`config.mk`:
```
export PLATFORM = sky130hd
export DESIGN_NAME = stop_rec_prescaler
export DESIGN_NICKNAME = d
export VERILOG_FILES = /design/src/rtl/stop_rec_prescaler.sv
export SDC_FILE = /design/constraint.sdc
export NUM_CORES = 1
export LEC_CHECK = 0
export ABC_AREA = 0
export BUFFER_PORTS_ARGS = -buffer_cell sky130_fd_sc_hd__buf_4
export CORE_AREA = 3 3 42 44
export CTS_CLUSTER_SIZE = 28
export DETAILED_ROUTE_END_ITERATION = 6
export DIE_AREA = 0 0 45 47
export PLACE_DENSITY = 0.83
export RECOVER_POWER = 50
export SETUP_SLACK_MARGIN = 0.02
export SLEW_MARGIN = 15
export SYNTH_ARGS = -nofsm -noshare
export SYNTH_HDL_FRONTEND = slang
export SYNTH_SLANG_ARGS = --single-unit
```
`constraint.sdc`:
```
create_clock -name clk_ref -period 3 [get_ports clk_ref]
set_input_delay 0.6 -clock clk_ref [delete_from_list [all_inputs] [get_ports clk_ref]]
set_output_delay 0.6 -clock clk_ref [all_outputs]
set_load 0.01 [all_outputs]
```
`src/rtl/stop_rec_prescaler.sv`:
```
module stop_rec_prescaler #(
  parameter int CNT_W        = 12,
  parameter int SHORT_CYCLES = 32
) (
  input  logic clk_ref,
  input  logic por_rst,
  input  logic stop_req,
  input  logic wake_req,
  input  logic short_rec,
  output logic bus_clk_en,
  output logic wdog_tick
);

  localparam logic [CNT_W-1:0] SHORT_LAST = CNT_W'(SHORT_CYCLES - 1);
  localparam logic [CNT_W-1:0] FULL_LAST  = '1;

  logic [CNT_W-1:0] cnt;
  logic             stopped;
  logic             waiting;
  logic             use_short;
  logic             en_q;
  logic             tick_q;

  logic [CNT_W-1:0] last;
  logic             wrap;
  logic             done;

  assign last = use_short ? SHORT_LAST : FULL_LAST;
  assign wrap = (cnt == FULL_LAST);
  assign done = waiting && (cnt == last);

  always_ff @(negedge clk_ref or posedge por_rst) begin
    if (por_rst) begin
      cnt       <= '0;
      stopped   <= 1'b0;
      waiting   <= 1'b1;
      use_short <= 1'b0;
      en_q      <= 1'b0;
      tick_q    <= 1'b0;
    end else if (stop_req) begin
      cnt     <= '0;
      stopped <= 1'b1;
      waiting <= 1'b0;
      en_q    <= 1'b0;
      tick_q  <= 1'b0;
    end else if (stopped) begin
      tick_q <= 1'b0;
      if (wake_req) begin
        stopped   <= 1'b0;
        waiting   <= 1'b1;
        use_short <= short_rec;
      end
    end else begin
      cnt    <= cnt + 1'b1;
      tick_q <= wrap;
      if (done) begin
        waiting <= 1'b0;
        en_q    <= 1'b1;
      end
    end
  end

  assign bus_clk_en = en_q;
  assign wdog_tick  = tick_q;

endmodule


```
==> flow_metrics.tcl <==
set metrics [dict create \
    synth_fp_nets 90 \
    arrival_ns 2.34 \
    synth_area_um2 850.8 \
    start_kind "register" \
    post-place-cells 106 \
    finalClockSkew_ns 0.06330 \
    synth_top_family_by_area "simple AND/OR/NAND/NOR gates" \
    crit_buf_inv 1 \
    synth.largest_area_cell "dfrtn_1" \
    antenna_found_initial 0 \
    cts_setup_buffers 0 \
    gr-total-overflow 0 \
    postPlaceCellArea_um2 919.6 \
    reg2reg_depth 4 \
    slew_headroom 0.5555 \
    cts_buffer_depth 2 \
    slowest_stage "dfrtn_1" \
    core_area_mm2 0.001471 \
    yosysTopAreaCellShare 0.4706 \
    path_max_fanout 2 \
    cts.sinks 17 \
    cts_hold_buffers 0 \
    required_ns 2.40 \
    nets 101 \
    area_delta_synth_final_pct 9.853 \
    fp.dieH_um 47 \
    ir_drop_mv 0.2981 \
    layout_common_cells "dfrtn_1 (16), nor2_1 (14), inv_1 (6), xor2_1 (6)" \
    pwr_density_cell_mw_per_mm2 432.2 \
    fin_total_pwr_mw 0.4039 \
    hp-class "register to register" \
    dieWidth_um 45 \
    start_util 0.5782 \
    stdcell_area_um2 934.6 \
    synth_mux_area_frac 0.02500 \
    cts_resized 0 \
    grt_max_degree 17 \
    fin_setup_tns_ns 0 \
    grt_pass1_vias 584 \
    synth-seq-area-share 0.5015 \
    fin_util 0.6352 \
    wl_met2_um 739 \
    final_layout_size_suffix_gt1_frac 0.1809 \
    synthXorXnorAreaFrac 0.1029 \
    dr.pass1.iters 4 \
    hold-worst-slack_ns 0.5009 \
    path_delay_family "flip-flops" \
    worstSkewPairLatency_ns 0.35 \
    hold_depth 1 \
    p_leak_nw 0.4559 \
    status "complete, no violations" \
    cts_tree "yes" \
    yosys_warnings 0 \
    htree_levels 1 \
    finalHoldViolCount 0 \
    grt_pass1_wl_um 2511 \
    finalSetupViolCount 0 \
    num_vias 618 \
    dieArea_mm2 0.002115 \
    rows 14 \
    wl_per_cell_um 13.81 \
    routed_via_density 5.618 \
    grtUsageTotal 0.1694 \
    cp.depth 1 \
    fin_cells 110 \
    crit_type "register to output pin" \
    dp_hpwl_um 1068 \
    cpPeakStageDelay_ns 0.42 \
    maxCapViolCount 0 \
    postLayoutSetupSlackWorst_ns 0.05741 \
    wl_met3_um 53 \
    io_buffers 6 \
    worstSetupEndpointType "output pin" \
    routed.top_layer "met4" \
    ioPinCount 7 \
    synthCells 84 \
    drt_iter0_markers 5 \
    worst_pin_slew_ns 0.6667 \
    cts_buffers 3 \
    wl_um 1519 \
    post_synth_num_cell_types 27 \
    path_clk_slew_ns 0.07 \
    antenna_cells 0 \
    gp_congestion 0.8508 \
    yosys-top-cells-area "dfrtn_1 (47%), nor2_1 (6.2%), xor2_1 (6.2%)" \
    drc_errors 0 \
    place_ws_ns 0.1531 \
    drv_slew 0 \
    rsz0062_at_grt "false" \
    wl_met1_um 696 \
    ant_nets 0 \
    final_common_cell "dfrtn_1" \
    synth_fa_ha_area_frac 0.01471 \
    synth_compound_area_frac 0.04412 \
    avgSynthCellArea_um2 10.13 \
    crit_chain "buf_4" \
    ys_seq_elements 17 \
    synth_simple_gate_area_frac 0.2676 \
    cts-root-buf "clkbuf_4" \
]
==> power breakdown <==
group          switching [mW]  internal [mW]
Sequential            0.00819          0.239
Combinational          0.0153         0.0145
Clock                  0.0772         0.0502
Total                   0.101          0.303
==> sequential cells by signal, summed over array words and instances (netlist names) <==
register	count
waiting	1
use_short	1
bus_clk_en	1
stopped	1
cnt	12
wdog_tick	1
==> cell usage after synthesis (all sizes together) <==
library cell,n
a21o,1
a21oi,3
and2,1
and2b,2
and3,2
and4b,2
buf,1
clkbuf,2
dfrtn,16
dfstp,1
ha,1
inv,5
mux2,1
mux2i,1
nand2,5
nand3,5
nand4,1
nand4b,1
nor2,14
nor3,1
nor4,5
o2111ai,1
o21ai,1
or3,1
xnor2,4
xor2,6
==> logic make-up (layout without fill, tap and decap cells) <==
family	count (synthesis)	count (layout)
flops	17	17
buf+inv	8	18
simple gates	40	40
fa+ha+maj	1	1
compound gates	6	6
xor+xnor	10	10
mux	2	2
==> cell type report <==
| type | count | area (um^2) |
|---|---|---|
| Timing Repair Buffer | 9 | 56.30 |
| Inverter | 4 | 15.01 |
| Sequential cell | 17 | 426.7 |
| Tap cell | 16 | 20.02 |
| Fill cell | 128 | 536.8 |
| Clock inverter | 2 | 7.507 |
| Clock buffer | 3 | 22.52 |
| Multi-Input combinational cell | 59 | 386.6 |
==> worst paths after layout <==
kind                            start    endpoint  slack [ns]
setup / recovery           bus_clk_en  bus_clk_en        0.06
hold / removal              use_short   use_short        0.50
setup reg to reg              stopped      cnt[9]        1.57
hold reg to reg             use_short   use_short        0.50
max in group asynchronous     por_rst      cnt[4]        0.78
min in group asynchronous     por_rst   use_short        1.62
==> layer usage <==
metal  track usage  vias to the layer above
li1              -                      305
met2        0.2797                       14
met4       0.09357                        0
met1        0.2150                      294
met5             0                        -
met3       0.02299                        5
Note: power is estimated with default switching activity, not from simulation.
